[src/rtl/cfsig_pkg.sv]
package cfsig_pkg;

    typedef enum logic [1:0] {
        BLK_PLAIN = 2'b00,
        BLK_ENTRY = 2'b01,
        BLK_EXIT  = 2'b10,
        BLK_RSVD  = 2'b11
    } blk_kind_e;

endpackage

[src/rtl/cfsig_succ_table.sv]
module cfsig_succ_table
    import cfsig_pkg::*;
#(
    parameter int SIG_W   = 8,
    parameter int NUM_SIG = 32,
    localparam int IDX_W  = $clog2(NUM_SIG)
) (
    input  logic               clk,
    input  logic               rst_n,
    input  logic               wr_en,
    input  logic [SIG_W-1:0]   wr_addr,
    input  logic [NUM_SIG-1:0] wr_succ,
    input  blk_kind_e          wr_kind,
    input  logic [IDX_W-1:0]   row_idx,
    output logic [NUM_SIG-1:0] row_succ,
    input  logic [IDX_W-1:0]   kind_idx,
    output blk_kind_e          kind_out
);

    logic [NUM_SIG-1:0] succ_d [NUM_SIG];
    logic [NUM_SIG-1:0] succ_q [NUM_SIG];
    blk_kind_e          kind_d [NUM_SIG];
    blk_kind_e          kind_q [NUM_SIG];
    logic               wr_hit;

    assign wr_hit = wr_en && (wr_addr < SIG_W'(NUM_SIG));

    always_comb begin
        for (int i = 0; i < NUM_SIG; i++) begin
            succ_d[i] = succ_q[i];
            kind_d[i] = kind_q[i];
        end
        if (wr_hit) begin
            succ_d[IDX_W'(wr_addr)] = wr_succ;
            kind_d[IDX_W'(wr_addr)] = wr_kind;
        end
    end

    always_ff @(posedge clk) begin
        for (int i = 0; i < NUM_SIG; i++) begin
            if (!rst_n) begin
                succ_q[i] <= '0;
                kind_q[i] <= BLK_PLAIN;
            end else begin
                succ_q[i] <= succ_d[i];
                kind_q[i] <= kind_d[i];
            end
        end
    end

    assign row_succ = succ_q[row_idx];
    assign kind_out = kind_q[kind_idx];

endmodule

[src/rtl/cfsig_call_stack.sv]
module cfsig_call_stack #(
    parameter int SIG_W = 8,
    parameter int DEPTH = 8,
    localparam int PTR_W = (DEPTH > 1) ? $clog2(DEPTH) : 1,
    localparam int CNT_W = $clog2(DEPTH + 1)
) (
    input  logic             clk,
    input  logic             rst_n,
    input  logic             flush,
    input  logic             push,
    input  logic             pop,
    input  logic [SIG_W-1:0] push_val,
    output logic [SIG_W-1:0] top_val,
    output logic             full,
    output logic             empty,
    output logic [CNT_W-1:0] level
);

    typedef struct packed {
        logic [CNT_W-1:0] sp;
    } stk_st_t;

    stk_st_t          st_d, st_q;
    logic [SIG_W-1:0] mem_d [DEPTH];
    logic [SIG_W-1:0] mem_q [DEPTH];
    logic [PTR_W-1:0] wr_idx, top_idx;

    assign wr_idx  = PTR_W'(st_q.sp);
    assign top_idx = PTR_W'(st_q.sp - 1'b1);
    assign full    = (st_q.sp == CNT_W'(DEPTH));
    assign empty   = (st_q.sp == '0);
    assign level   = st_q.sp;
    assign top_val = mem_q[top_idx];

    always_comb begin
        st_d = st_q;
        for (int i = 0; i < DEPTH; i++) mem_d[i] = mem_q[i];
        if (flush) begin
            st_d.sp = '0;
        end else if (push && !full) begin
            mem_d[wr_idx] = push_val;
            st_d.sp       = st_q.sp + 1'b1;
        end else if (pop && !empty) begin
            st_d.sp = st_q.sp - 1'b1;
        end
    end

    always_ff @(posedge clk) begin
        if (!rst_n) st_q <= '0;
        else        st_q <= st_d;
        for (int i = 0; i < DEPTH; i++) mem_q[i] <= mem_d[i];
    end

    assert_push_grows_R5: assert property (@(posedge clk) disable iff (!rst_n)
        (push && !flush && !full) |=> (level == $past(level) + 1'b1));

    assert_pop_restores_R6: assert property (@(posedge clk) disable iff (!rst_n)
        (pop && !push && !flush && !empty) |=> (level == $past(level) - 1'b1));

    assert_no_overflow_R7: assert property (@(posedge clk) disable iff (!rst_n)
        (full && !flush) |=> (level == CNT_W'(DEPTH)) || $past(pop));

endmodule

[src/rtl/cfsig_watchdog.sv]
module cfsig_watchdog
    import cfsig_pkg::*;
#(
    parameter int             SIG_W       = 8,
    parameter int             NUM_SIG     = 32,
    parameter int             STACK_DEPTH = 8,
    parameter logic [SIG_W-1:0] ENTRY_SIG = '0,
    localparam int            IDX_W       = $clog2(NUM_SIG),
    localparam int            CNT_W       = $clog2(STACK_DEPTH + 1)
) (
    input  logic               clk,
    input  logic               rst_n,
    input  logic               run,
    input  logic               ld_valid,
    input  logic [SIG_W-1:0]   ld_addr,
    input  logic [NUM_SIG-1:0] ld_succ,
    input  logic [1:0]         ld_tag,
    input  logic               sig_valid,
    input  logic [SIG_W-1:0]   sig,
    input  logic               err_clear,
    output logic               resp_valid,
    output logic               resp_ok,
    output logic               err_flag,
    output logic [SIG_W-1:0]   err_sig
);

    typedef struct packed {
        logic [SIG_W-1:0] ref_ptr;
        logic             started;
        logic             rv;
        logic             rok;
        logic             err;
        logic [SIG_W-1:0] esig;
    } wd_st_t;

    wd_st_t             st_d, st_q;
    logic [NUM_SIG-1:0] row_succ;
    blk_kind_e          in_kind;
    logic               in_range, succ_hit, take;
    logic               stk_push, stk_pop, stk_full, stk_empty;
    logic [SIG_W-1:0]   stk_top;
    logic [CNT_W-1:0]   stk_level;
    logic               legal;

    cfsig_succ_table #(.SIG_W(SIG_W), .NUM_SIG(NUM_SIG)) table_i (
        .clk      (clk),
        .rst_n    (rst_n),
        .wr_en    (ld_valid && !run),
        .wr_addr  (ld_addr),
        .wr_succ  (ld_succ),
        .wr_kind  (blk_kind_e'(ld_tag)),
        .row_idx  (IDX_W'(st_q.ref_ptr)),
        .row_succ (row_succ),
        .kind_idx (IDX_W'(sig)),
        .kind_out (in_kind)
    );

    cfsig_call_stack #(.SIG_W(SIG_W), .DEPTH(STACK_DEPTH)) stack_i (
        .clk      (clk),
        .rst_n    (rst_n),
        .flush    (!run),
        .push     (stk_push),
        .pop      (stk_pop),
        .push_val (st_q.ref_ptr),
        .top_val  (stk_top),
        .full     (stk_full),
        .empty    (stk_empty),
        .level    (stk_level)
    );

    assign in_range = (sig < SIG_W'(NUM_SIG));
    assign succ_hit = row_succ[IDX_W'(sig)];
    assign take     = sig_valid && run;

    always_comb begin
        st_d     = st_q;
        stk_push = 1'b0;
        stk_pop  = 1'b0;
        legal    = 1'b0;
        st_d.rv  = take;
        st_d.rok = 1'b0;

        if (!run) begin
            st_d.started = 1'b0;
        end else if (take) begin
            if (!st_q.started) begin
                legal = (sig == ENTRY_SIG);
                if (legal) begin
                    st_d.started = 1'b1;
                    st_d.ref_ptr = sig;
                end
            end else if (in_range) begin
                unique case (in_kind)
                    BLK_ENTRY: begin
                        legal = !stk_full;
                        if (legal) begin
                            stk_push     = 1'b1;
                            st_d.ref_ptr = sig;
                        end
                    end
                    BLK_EXIT: begin
                        legal = succ_hit && !stk_empty;
                        if (legal) begin
                            stk_pop      = 1'b1;
                            st_d.ref_ptr = stk_top;
                        end
                    end
                    default: begin
                        legal = succ_hit;
                        if (legal) st_d.ref_ptr = sig;
                    end
                endcase
            end
            st_d.rok = legal;
        end

        if (err_clear) begin
            st_d.err  = 1'b0;
            st_d.esig = '0;
        end
        if (take && !legal && (!st_q.err || err_clear)) begin
            st_d.err  = 1'b1;
            st_d.esig = sig;
        end
    end

    always_ff @(posedge clk) begin
        if (!rst_n) st_q <= '0;
        else        st_q <= st_d;
    end

    assign resp_valid = st_q.rv;
    assign resp_ok    = st_q.rok;
    assign err_flag   = st_q.err;
    assign err_sig    = st_q.esig;

    assert_verdict_timing_R2: assert property (@(posedge clk) disable iff (!rst_n)
        resp_valid |-> $past(sig_valid && run));

    assert_no_verdict_idle_R10: assert property (@(posedge clk) disable iff (!rst_n)
        !run |=> !resp_valid);

    assert_reject_flags_R8: assert property (@(posedge clk) disable iff (!rst_n)
        (resp_valid && !resp_ok) |-> err_flag);

    assert_err_sticky_R8: assert property (@(posedge clk) disable iff (!rst_n)
        (err_flag && !err_clear) |=> (err_flag && $stable(err_sig)));

    assert_reject_keeps_stack_R9: assert property (@(posedge clk) disable iff (!rst_n)
        (take && !legal) |=> $stable(stk_level));

endmodule

[config.mk]
export PLATFORM = sky130hd
export DESIGN_NAME = cfsig_watchdog
export DESIGN_NICKNAME = d
export VERILOG_FILES = /design/src/rtl/cfsig_pkg.sv /design/src/rtl/cfsig_succ_table.sv /design/src/rtl/cfsig_call_stack.sv /design/src/rtl/cfsig_watchdog.sv
export SDC_FILE = /design/constraint.sdc
export NUM_CORES = 2
export LEC_CHECK = 0
export ABC_AREA = 1
export CORE_ASPECT_RATIO = 1.2
export CORE_MARGIN = 10
export CORE_UTILIZATION = 25
export CTS_CLUSTER_SIZE = 24
export DETAILED_ROUTE_END_ITERATION = 7
export PLACE_DENSITY = 0.42
export SYNTH_ARGS = -nofsm -noshare
export SYNTH_HDL_FRONTEND = slang
export SYNTH_HIERARCHICAL = 1
export SYNTH_SLANG_ARGS = --single-unit
[constraint.sdc]
create_clock -name clk -period 10.5 [get_ports clk]
set_input_delay 2.1 -clock clk [delete_from_list [all_inputs] [get_ports clk]]
set_output_delay 2.1 -clock clk [all_outputs]
set_load 0.02 [all_outputs]
==> out/summary.txt <==
outcome: finished, final reports clean
net count after synthesis: 7,953
Tcrit/Tclk final: 0.5526
Final Total Pwr: 9.558 mW
CTS Hold Bufs: 0
met2 Usage GRT: 0.3353
CTS resizes: 0
Port Buf Inserts: 66
initial core utilization: 0.2510
Clk network pwr share: 0.507
Post-Syn Instances: 7,893
RSZ-0062 raised after global routing: no
Worst Hold Class: flip-flop to flip-flop
initial DRC count: 5,590
# setup viols final: 0
Setup crit start kind: flip-flop
first-pass GRT wire length: 345.2 mm
WS Path Type: flip-flop to flip-flop
Post-Synthesis Cell Area: 0.05247 mm^2
I/O pin cnt: 67
die footprint: 0.2287 mm^2
GPL Wtd Cong: 0.8366
layout cell share with drive strength beyond 1: 0.06079
commonest cells after routing, fill and taps aside: 3,321 x nand2_1, 1,337 x nand3_1, 1,109 x a21oi_1
M3 GR Usage: 0.02119
Avg Cell Area, Syn: 6.648 um^2
post-layout min period: 5.802 ns
Clock Tree Buf Depth: 3
clk sink count: 1,149
fin. max-slew vios: 0
switching part of the total: 0.2388
# Post-CTS Setup Buffers: 0
VDD IR max: 175.5 uV
CP Data Required Time: 11.22 ns
# rows: 184
CP arrival: 6.52 ns
final hold violations: 0
Core ar.: 0.2090 mm^2
Layout Skew: 0.02907 ns
Worst Path Max Fanout: 142
GR Util All Layers: 0.1967
Hold Slack: 0.4584 ns
drt via density: 5.082
CTS tree: yes
Routed Antenna Nets: 0
Final Util: 0.2852
setup TNS: 0 ns
most common cell after layout, fill and taps aside: nand2_1
Final HPWL DP: 124.3 mm
area delta synth->final: 13.62%
Flop pwr share: 0.459
Critical Path End Type: flip-flop
DIE WIDTH: 438.2 um
grt ovf: 0
Die Y: 521.9 um
largest net degree at the start of global routing: 172
vias post-DR: 52,887
Clock Latency Late Sink: 0.80 ns
synth warn: 6
Fmax: 172.4 MHz
routed length per instance: 22.61 um
Remaining DRCs: 0
Gate power share: 0.035
P_leak: 19.81 nW
Root Buffer: clkbuf_16
drt first pass iters: 6
H-tree Lvls: 4
antenna violations before repair: 10
gr busiest metal: met2
Num CTS Buffers: 134
max-cap viol count: 0
nets@finish: 7,576
met1 Usage GRT: 0.2572
Max-Slew Margin vs Limit: 0.1116
Worst-Margin Slew: 1.328 ns
DRT Wirelength: 235.3 mm
placed cell areas: 0.05513 mm^2
Psw: 2.282 mW
Cell Pwr Density: 160.3 mW/mm^2
Clock transition at path regs: 0.06 ns
internal power: 7.276 mW
Final Instance Area: 0.05962 mm^2
vias in the first global route: 50,082
## registers in the layout, indices dropped and copies added (netlist names)
register	count
err_flag	1
err_sig	8
resp_ok	1
resp_valid	1
st_q	6
stack_i/level	4
stack_i/mem_q	40
table_i/kind_q	64
table_i/succ_q	1024
## metal layers
metal	vias to the layer above	routed length [um]
met5	-	42
met4	6	7326
met3	355	12620
met2	1730	112900
met1	25829	102400
li1	24967	-
## critical path, cell delays in order, from the launching register on
cell	delay, ns
dfxtp_4	0.88
buf_4	0.73
buf_12	0.59
buf_4	0.74
nand2_1	0.11
nand3_1	0.10
nand3_1	0.10
nand2_1	0.14
nand2_1	0.06
nand2_1	0.21
nand2_1	0.08
nand2_1	0.08
inv_1	0.05
nand2_1	0.06
nand3_1	0.14
a21oi_1	0.19
nor2_1	0.10
nand2_2	0.08
nand4_1	0.13
nand2_1	0.09
nand2_1	0.11
nand2_2	0.10
nand2_4	0.11
nand3_4	0.17
nand3_1	0.09
a21oi_1	0.13
## area by class of cell
type | count | area, um^2
Sequential cell | 1149 | 23420
Multi-Input combinational cell | 5942 | 26050
Inverter | 74 | 331.6
Timing Repair Buffer | 215 | 1839
Antenna cell | 1 | 2.502
Fill cell | 23055 | 149400
Clock inverter | 36 | 396.6
Tap cell | 2790 | 3491
Clock buffer | 200 | 4090
## stage by stage
stage / cells / setup slack, ns
after floorplan: 7893 / 5.644
after global placement: 10170 / 4.283
after detailed placement: 10170 / 4.225
after CTS: 10406 / 4.741
after global routing: 10407 / 4.342
final: 10407 / 4.698
## power by group through the flow
stage                     clock network [mW]  logic, mW  registers (mW)
after floorplan                            0      0.171            4.48
after global placement                     0      0.331            4.48
after detailed placement                   0      0.329            4.48
after CTS                               4.95      0.330            4.39
after global routing                    5.12      0.349            4.38
final                                   4.84      0.331            4.39
## path summary, 6_finish.rpt
path / start / end / slack, ns / cells past startpoint
max: st_q[12] / err_sig[7] / 4.70 / 25
min: table_i/succ_q[16][10] / table_i/succ_q[16][10] / 0.46 / 2
max reg2reg: st_q[12] / err_sig[7] / 4.70 / 25
min reg2reg: table_i/succ_q[16][10] / table_i/succ_q[16][10] / 0.46 / 2
No activity file was read; power rests on OpenSTA's default activity.
